`config.mk`:
```
export PLATFORM = sky130hd
export DESIGN_NAME = sbyte_dp
export DESIGN_NICKNAME = d
export VERILOG_FILES = /design/src/rtl/sbyte_pkg.sv /design/src/rtl/sbyte_tx.sv /design/src/rtl/sbyte_rx.sv /design/src/rtl/sbyte_regs.sv /design/src/rtl/sbyte_dp.sv
export SDC_FILE = /design/constraint.sdc
export NUM_CORES = 1
export LEC_CHECK = 0
export CAP_MARGIN = 10
export CORE_MARGIN = 2
export CORE_UTILIZATION = 55
export CTS_CLUSTER_SIZE = 12
export DETAILED_ROUTE_END_ITERATION = 6
export DONT_BUFFER_PORTS = 1
export GPL_ROUTABILITY_DRIVEN = 0
export PLACE_DENSITY = 0.7
export SLEW_MARGIN = 10
export SYNTH_ARGS = -nofsm -noshare
export SYNTH_HDL_FRONTEND = slang
export SYNTH_HIERARCHICAL = 1
export SYNTH_SLANG_ARGS = --single-unit
```
`constraint.sdc`:
```
create_clock -name clk -period 4 [get_ports clk]
set_input_delay 0.8 -clock clk [delete_from_list [all_inputs] [get_ports clk]]
set_output_delay 0.8 -clock clk [all_outputs]
set_load 0.1 [all_outputs]
```
`src/rtl/sbyte_pkg.sv`:
```
package sbyte_pkg;

    localparam int ADDR_W = 3;

    localparam logic [ADDR_W-1:0] ADDR_DATA = 3'b001;
    localparam logic [ADDR_W-1:0] ADDR_STAT = 3'b010;
    localparam logic [ADDR_W-1:0] ADDR_IEN  = 3'b011;

    localparam int NUM_IRQ_SRC = 4;

    typedef struct packed {
        logic ovr;
        logic rbf;
        logic rsrf;
        logic temt;
        logic tbe;
    } stat_t;

    typedef enum logic [1:0] {
        SEL_NONE,
        SEL_DATA,
        SEL_STAT,
        SEL_IEN
    } sel_e;

    function automatic sel_e decode_addr(logic [ADDR_W-1:0] a);
        case (a)
            ADDR_DATA: return SEL_DATA;
            ADDR_STAT: return SEL_STAT;
            ADDR_IEN:  return SEL_IEN;
            default:   return SEL_NONE;
        endcase
    endfunction

    function automatic logic [NUM_IRQ_SRC-1:0] irq_sources(stat_t s);
        return {s.rbf, s.rsrf, s.temt, s.tbe};
    endfunction

endpackage

```
`src/rtl/sbyte_tx.sv`:
```
module sbyte_tx #(
    parameter int W = 8
) (
    input  logic         clk,
    input  logic         rst,
    input  logic         wr_stb,
    input  logic [W-1:0] wdata,
    input  logic         bit_done,
    output logic         bit_req,
    output logic         bit_out,
    output logic         tbe,
    output logic         temt
);
    localparam int CNT_W = $clog2(W + 1);
    localparam logic [CNT_W-1:0] CNT_FULL = CNT_W'(W);
    localparam logic [CNT_W-1:0] CNT_ONE  = CNT_W'(1);

    logic [W-1:0]     hold_q;
    logic [W-1:0]     shift_q;
    logic [CNT_W-1:0] left_q;

    always_ff @(posedge clk) begin
        if (rst) begin
            hold_q  <= '0;
            shift_q <= '0;
            left_q  <= '0;
            tbe     <= 1'b1;
            temt    <= 1'b1;
        end else begin
            if (temt && !tbe) begin
                shift_q <= hold_q;
                left_q  <= CNT_FULL;
                temt    <= 1'b0;
                tbe     <= 1'b1;
            end else if (!temt && bit_done) begin
                shift_q <= shift_q >> 1;
                left_q  <= left_q - CNT_ONE;
                if (left_q == CNT_ONE) temt <= 1'b1;
            end
            if (wr_stb) begin
                hold_q <= wdata;
                tbe    <= 1'b0;
            end
        end
    end

    assign bit_req = !temt;
    assign bit_out = shift_q[0];

    AST_TBE_CLR_ON_WR: assert property (@(posedge clk) disable iff (rst)
        wr_stb |=> !tbe);
    AST_LOAD_FLAGS: assert property (@(posedge clk) disable iff (rst)
        (temt && !tbe && !wr_stb) |=> (!temt && tbe));
    AST_LAST_BIT_EMPTIES: assert property (@(posedge clk) disable iff (rst)
        (!temt && bit_done && left_q == CNT_ONE) |=> temt);
    AST_IDLE_HOLDS: assert property (@(posedge clk) disable iff (rst)
        (temt && tbe && !wr_stb) |=> (temt && $stable(shift_q)));
endmodule

```
`src/rtl/sbyte_rx.sv`:
```
module sbyte_rx #(
    parameter int W = 8
) (
    input  logic         clk,
    input  logic         rst,
    input  logic         bit_stb,
    input  logic         bit_val,
    input  logic         rd_data_stb,
    input  logic         rd_stat_stb,
    output logic [W-1:0] rbuf,
    output logic         rsrf,
    output logic         rbf,
    output logic         ovr
);
    localparam int CNT_W = $clog2(W);
    localparam logic [CNT_W-1:0] CNT_LAST = CNT_W'(W - 1);
    localparam logic [CNT_W-1:0] CNT_ONE  = CNT_W'(1);

    logic [W-1:0]     shift_q;
    logic [CNT_W-1:0] got_q;
    logic             complete;
    logic [W-1:0]     next_shift;

    assign complete   = bit_stb && (got_q == CNT_LAST);
    assign next_shift = {bit_val, shift_q[W-1:1]};

    always_ff @(posedge clk) begin
        if (rst) begin
            shift_q <= '0;
            got_q   <= '0;
            rbuf    <= '0;
            rsrf    <= 1'b0;
            rbf     <= 1'b0;
            ovr     <= 1'b0;
        end else begin
            if (bit_stb) begin
                shift_q <= next_shift;
                if (complete) begin
                    got_q <= '0;
                    rsrf  <= 1'b0;
                    rbuf  <= next_shift;
                end else begin
                    got_q <= got_q + CNT_ONE;
                    rsrf  <= 1'b1;
                end
            end
            if (complete)         rbf <= 1'b1;
            else if (rd_data_stb) rbf <= 1'b0;
            if (complete && rbf && !rd_data_stb) ovr <= 1'b1;
            else if (rd_stat_stb)                ovr <= 1'b0;
        end
    end

    AST_RSRF_ON_FIRST: assert property (@(posedge clk) disable iff (rst)
        (bit_stb && !rsrf && !complete) |=> rsrf);
    AST_RBF_ON_DONE: assert property (@(posedge clk) disable iff (rst)
        complete |=> (rbf && !rsrf));
    AST_RBF_CLR_ON_RD: assert property (@(posedge clk) disable iff (rst)
        (rd_data_stb && !complete) |=> !rbf);
    AST_OVR_STICKY: assert property (@(posedge clk) disable iff (rst)
        (ovr && !rd_stat_stb) |=> ovr);
endmodule

```
`src/rtl/sbyte_regs.sv`:
```
module sbyte_regs
    import sbyte_pkg::*;
#(
    parameter int W = 8
) (
    input  logic              clk,
    input  logic              rst,
    input  logic [ADDR_W-1:0] addr,
    input  logic              wr,
    input  logic              rd,
    input  logic [W-1:0]      wdata,
    input  stat_t             stat,
    input  logic [W-1:0]      rbuf,
    output logic [W-1:0]      rdata,
    output logic              wr_data_stb,
    output logic              rd_data_stb,
    output logic              rd_stat_stb,
    output logic              irq
);
    sel_e                   sel;
    logic [NUM_IRQ_SRC-1:0] ien_q;

    assign sel         = decode_addr(addr);
    assign wr_data_stb = wr && (sel == SEL_DATA);
    assign rd_data_stb = rd && (sel == SEL_DATA);
    assign rd_stat_stb = rd && (sel == SEL_STAT);

    always_ff @(posedge clk) begin
        if (rst)                      ien_q <= '0;
        else if (wr && sel == SEL_IEN) ien_q <= wdata[NUM_IRQ_SRC-1:0];
    end

    always_comb begin
        rdata = '0;
        case (sel)
            SEL_DATA: rdata = rbuf;
            SEL_STAT: rdata = W'(stat);
            SEL_IEN:  rdata = W'(ien_q);
            default:  rdata = '0;
        endcase
    end

    assign irq = |(ien_q & irq_sources(stat));

    AST_IEN_WRITE: assert property (@(posedge clk) disable iff (rst)
        (wr && sel == SEL_IEN) |=> (ien_q == $past(wdata[NUM_IRQ_SRC-1:0])));
endmodule

```
`src/rtl/sbyte_dp.sv`:
```
module sbyte_dp
    import sbyte_pkg::*;
#(
    parameter int W = 8
) (
    input  logic              clk,
    input  logic              rst,
    input  logic [ADDR_W-1:0] reg_addr,
    input  logic              reg_wr,
    input  logic              reg_rd,
    input  logic [W-1:0]      reg_wdata,
    output logic [W-1:0]      reg_rdata,
    output logic              tx_bit_req,
    output logic              tx_bit,
    input  logic              tx_bit_done,
    input  logic              rx_bit_stb,
    input  logic              rx_bit_val,
    output logic              irq
);
    stat_t        stat;
    logic [W-1:0] rbuf;
    logic         wr_data_stb;
    logic         rd_data_stb;
    logic         rd_stat_stb;

    sbyte_tx #(.W(W)) u_tx (
        .clk      (clk),
        .rst      (rst),
        .wr_stb   (wr_data_stb),
        .wdata    (reg_wdata),
        .bit_done (tx_bit_done),
        .bit_req  (tx_bit_req),
        .bit_out  (tx_bit),
        .tbe      (stat.tbe),
        .temt     (stat.temt)
    );

    sbyte_rx #(.W(W)) u_rx (
        .clk         (clk),
        .rst         (rst),
        .bit_stb     (rx_bit_stb),
        .bit_val     (rx_bit_val),
        .rd_data_stb (rd_data_stb),
        .rd_stat_stb (rd_stat_stb),
        .rbuf        (rbuf),
        .rsrf        (stat.rsrf),
        .rbf         (stat.rbf),
        .ovr         (stat.ovr)
    );

    sbyte_regs #(.W(W)) u_regs (
        .clk         (clk),
        .rst         (rst),
        .addr        (reg_addr),
        .wr          (reg_wr),
        .rd          (reg_rd),
        .wdata       (reg_wdata),
        .stat        (stat),
        .rbuf        (rbuf),
        .rdata       (reg_rdata),
        .wr_data_stb (wr_data_stb),
        .rd_data_stb (rd_data_stb),
        .rd_stat_stb (rd_stat_stb),
        .irq         (irq)
    );
endmodule

```
==> flow_metrics.env <==
export IMPL_status="finished, final reports clean"
export IMPL_count_of_h_tree_levels_built_during_cts=2
export IMPL_seq_power_share=0.560
export IMPL_mostFrequentLayoutCells="dfxtp_1 (47), nor2_1 (25), mux2i_1 (24), a21oi_1 (18), nand2_1 (16)"
export IMPL_antennaDiodeCount=0
export IMPL_dp_worst_setup_slack_ns=1.500
export IMPL_grt_util_all_layers=0.2004
export IMPL_clk_insertion_delay_late_ns=0.29
export IMPL_cts_hold_fix_buffers=0
export IMPL_route_antenna_remaining_nets=0
export IMPL_syn_instance_count=230
export IMPL_mostFrequentLayoutCell="dfxtp_1"
export IMPL_worst_hold_path_type="flop to flop"
export IMPL_synth_seq_area_share=0.4413
export IMPL_worst_setup_hold_path_clk_slew_ns=0.08
export IMPL_post_route_setup_slack_ns=1.472
export IMPL_synth_enable_flop_cells=0
export IMPL_drv_slew=0
export IMPL_cts_repair_timing_setup_buffer_count=0
export IMPL_yosys_warnings=6
export IMPL_synth_flop_cell="dfxtp_1"
export IMPL_ios=29
export IMPL_routedWlPerCell_um=14.43
export IMPL_drcViolationCount=0
export IMPL_drtPass1Iterations=4
export IMPL_critPathKind="input port to primary output"
export IMPL_final_hold_viol_count=0
export IMPL_synthesis_area_per_instance_sq_um=9.270
export IMPL_fin_worst_skew_ns=0.004094
export IMPL_maximum_number_of_pins_on_one_net_before_global_route_repair=52
export IMPL_asyncSetResetFlopFracSynth=0
export IMPL_peakVddDrop_uv=189.1
export IMPL_max_freq_ghz=0.3956
export IMPL_static_leakage_power_nw=0.8482
export IMPL_worst_slew_pin_transition_ns=0.9644
export IMPL_grt_overflow_total=0
export IMPL_design_die_area_sq_um=4390
export IMPL_tritoncts="done"
export IMPL_synth_area_leader_cell="dfxtp_1"
export IMPL_power_net_switching_w=0.0001832
export IMPL_grt_first_pass_wirelength_um=6720
export IMPL_final_period_minus_worst_setup_slack_ns=2.528
export IMPL_clkSinkCount=47
export IMPL_synth_seq_cells=47
export IMPL_placement_io_buffers=0
export IMPL_share_clk_of_total_power=0.374
export IMPL_yosysTopAreaCellShare=0.4413
export IMPL_fp_dieW_um=66.26
export IMPL_synth_nets=252
export IMPL_count_of_instances_resized_after_the_clock_tree_is_built=0
export IMPL_dr_total_vias=1577
export IMPL_final_layout_size_suffix_gt1_frac=0.1272
export IMPL_timing_critical_path_from_type="input port"
export IMPL_swShare=0.2119
export IMPL_root_buffer="clkbuf_8"
export IMPL_setup_tns_final_ns=0
export IMPL_clock_tree_buffer_depth=2
export IMPL_cap_violations=0
export IMPL_fp_row_count=22
export IMPL_timing_critical_path_fanout_max=13
export IMPL_die_y_um=66.26
export IMPL_flow_area_growth_from_synthesis_pct=8.803
export IMPL_initial_core_util=0.5780
export IMPL_syn_cell_area_sq_um=2132
export IMPL_comb_power_share=0.066
export IMPL_drtIter0Drc=68
export IMPL_sort_of_element_at_the_end_of_the_critical_path="primary output"
export IMPL_antenna_found_initial=0
export IMPL_finalCritPeriodShare=0.6320
export IMPL_place_detailed_hpwl_um=2870
export IMPL_timing_slew_headroom=0.3562
export IMPL_pwr_density_cell_nw_per_um2=372.7
export IMPL_cp_data_required_time_ns=3.20
export IMPL_grt_pass1_vias=1484
export IMPL_cts_inserted_buffers=5
export IMPL_finalNetCount=250
export IMPL_core_area_sq_um=3689
export IMPL_synthDistinctLibCells=38
export IMPL_vias_per_cell=5.714
export IMPL_internal_power_w=0.0006813
export IMPL_unrepaired_setup_endpoints_after_global_routing="false"
export IMPL_route_final_wire_length_um=3984
export IMPL_setup_violations=0
export IMPL_synth_area_top_cells="dfxtp_1 (44%), mux2i_1 (11%), a21oi_1 (4.5%), nor2_1 (4.4%), a21bo_2 (3.8%)"
export IMPL_data_arrival_time_of_the_critical_path_ns=1.73
==> Yosys cell counts (2+ instances only) <==
master and n:
a211oi_1 5, a21bo_2 8, a21oi_1 19, a22oi_1 2, a311oi_1 7, and2_1 5, buf_2 7, buf_4 2
clkbuf_1 6, dfxtp_1 47, ha_1 4, inv_1 4, mux2i_1 24, nand2_1 16, nand2b_1 11, nand3_1 8
nand3b_1 5, nor2_1 25, nor3_1 3, or2b_1 4
==> layout make-up <==
cell class,instances,area (sq um)
multi-input cells,162,1141
inverters,4,15.01
repair buffers,8,60.06
clock buffers,6,72.57
fillers,353,1369
well taps,48,60.06
flip-flops and latches,47,940.9
clock inverters,1,30.03
==> per-layer routing <==
metal | GRT usage | share of wire | vias up
met5 | 0 | 0 | -
met4 | 0.07653 | 0.011 | 0
met3 | 0.04429 | 0.044 | 4
met2 | 0.3313 | 0.49 | 31
met1 | 0.2537 | 0.45 | 748
li1 | - | - | 794
==> flip-flops by register name, summed over array words and instances, names as in the netlist <==
register and flops:
u_regs/ien_q 4, u_rx/got_q 3, u_rx/ovr 1, u_rx/rbf 1
u_rx/rbuf 8, u_rx/rsrf 1, u_rx/shift_q 7, u_tx/hold_q 8
u_tx/left_q 4, u_tx/shift_q 8, u_tx/tbe 1, u_tx/temt 1
==> logic make-up (layout without fill, tap and decap cells) <==
group / Yosys count / in the layout / share of synthesized area
buffers and inverters: 21 / 19 / 0.04870
multiplexers: 24 / 24 / 0.1127
AO/OA/AOI/OAI: 46 / 46 / 0.1538
XOR/XNOR: 2 / 2 / 0.008217
flip-flops: 47 / 47 / 0.4413
adder cells (fa/ha/maj): 4 / 4 / 0.02348
AND/OR/NAND/NOR: 86 / 86 / 0.2119
==> worst max-delay path: stages <==
cell     delay (ns)
nor3b_1        0.43
and2_1         0.21
buf_4          0.29
==> through the flow <==
step	hold WS [ns]	total power (W)	util	std cells	cell area, sq um
CTS	0.4797	0.0008762	0.6289	276	2320
global route	0.5111	0.0009004	0.6289	276	2320
finish	0.4778	0.0008645	0.6289	276	2320
detailed placement	0.4673	0.0005525	0.6011	269	2217
global placement	0.4512	0.0005501	0.6011	269	2217
floorplan	0.4371	0.0005546	-	230	2152
==> path summary, 6_finish.rpt <==
check,slack (ns),from,depth (start not counted),endpoint
min,0.48,u_rx/ovr$_SDFFE_PP0P_,2,u_rx/ovr$_SDFFE_PP0P_
min reg2reg,0.48,u_rx/ovr$_SDFFE_PP0P_,2,u_rx/ovr$_SDFFE_PP0P_
max reg2reg,2.29,u_tx/temt$_SDFFE_PP1P_,3,u_tx/shift_q[3]$_SDFFE_PP0P_
max,1.47,reg_addr[1],3,reg_rdata[7]
==> power by group through the flow <==
stage,logic (W),registers (W),clock network [W]
finish,0.0000574,0.000484,0.000323
global placement,0.0000560,0.000494,0
detailed placement,0.0000577,0.000495,0
CTS,0.0000578,0.000484,0.000335
global route,0.0000614,0.000485,0.000354
floorplan,0.0000618,0.000493,0
(Power assumes the default switching activity.)
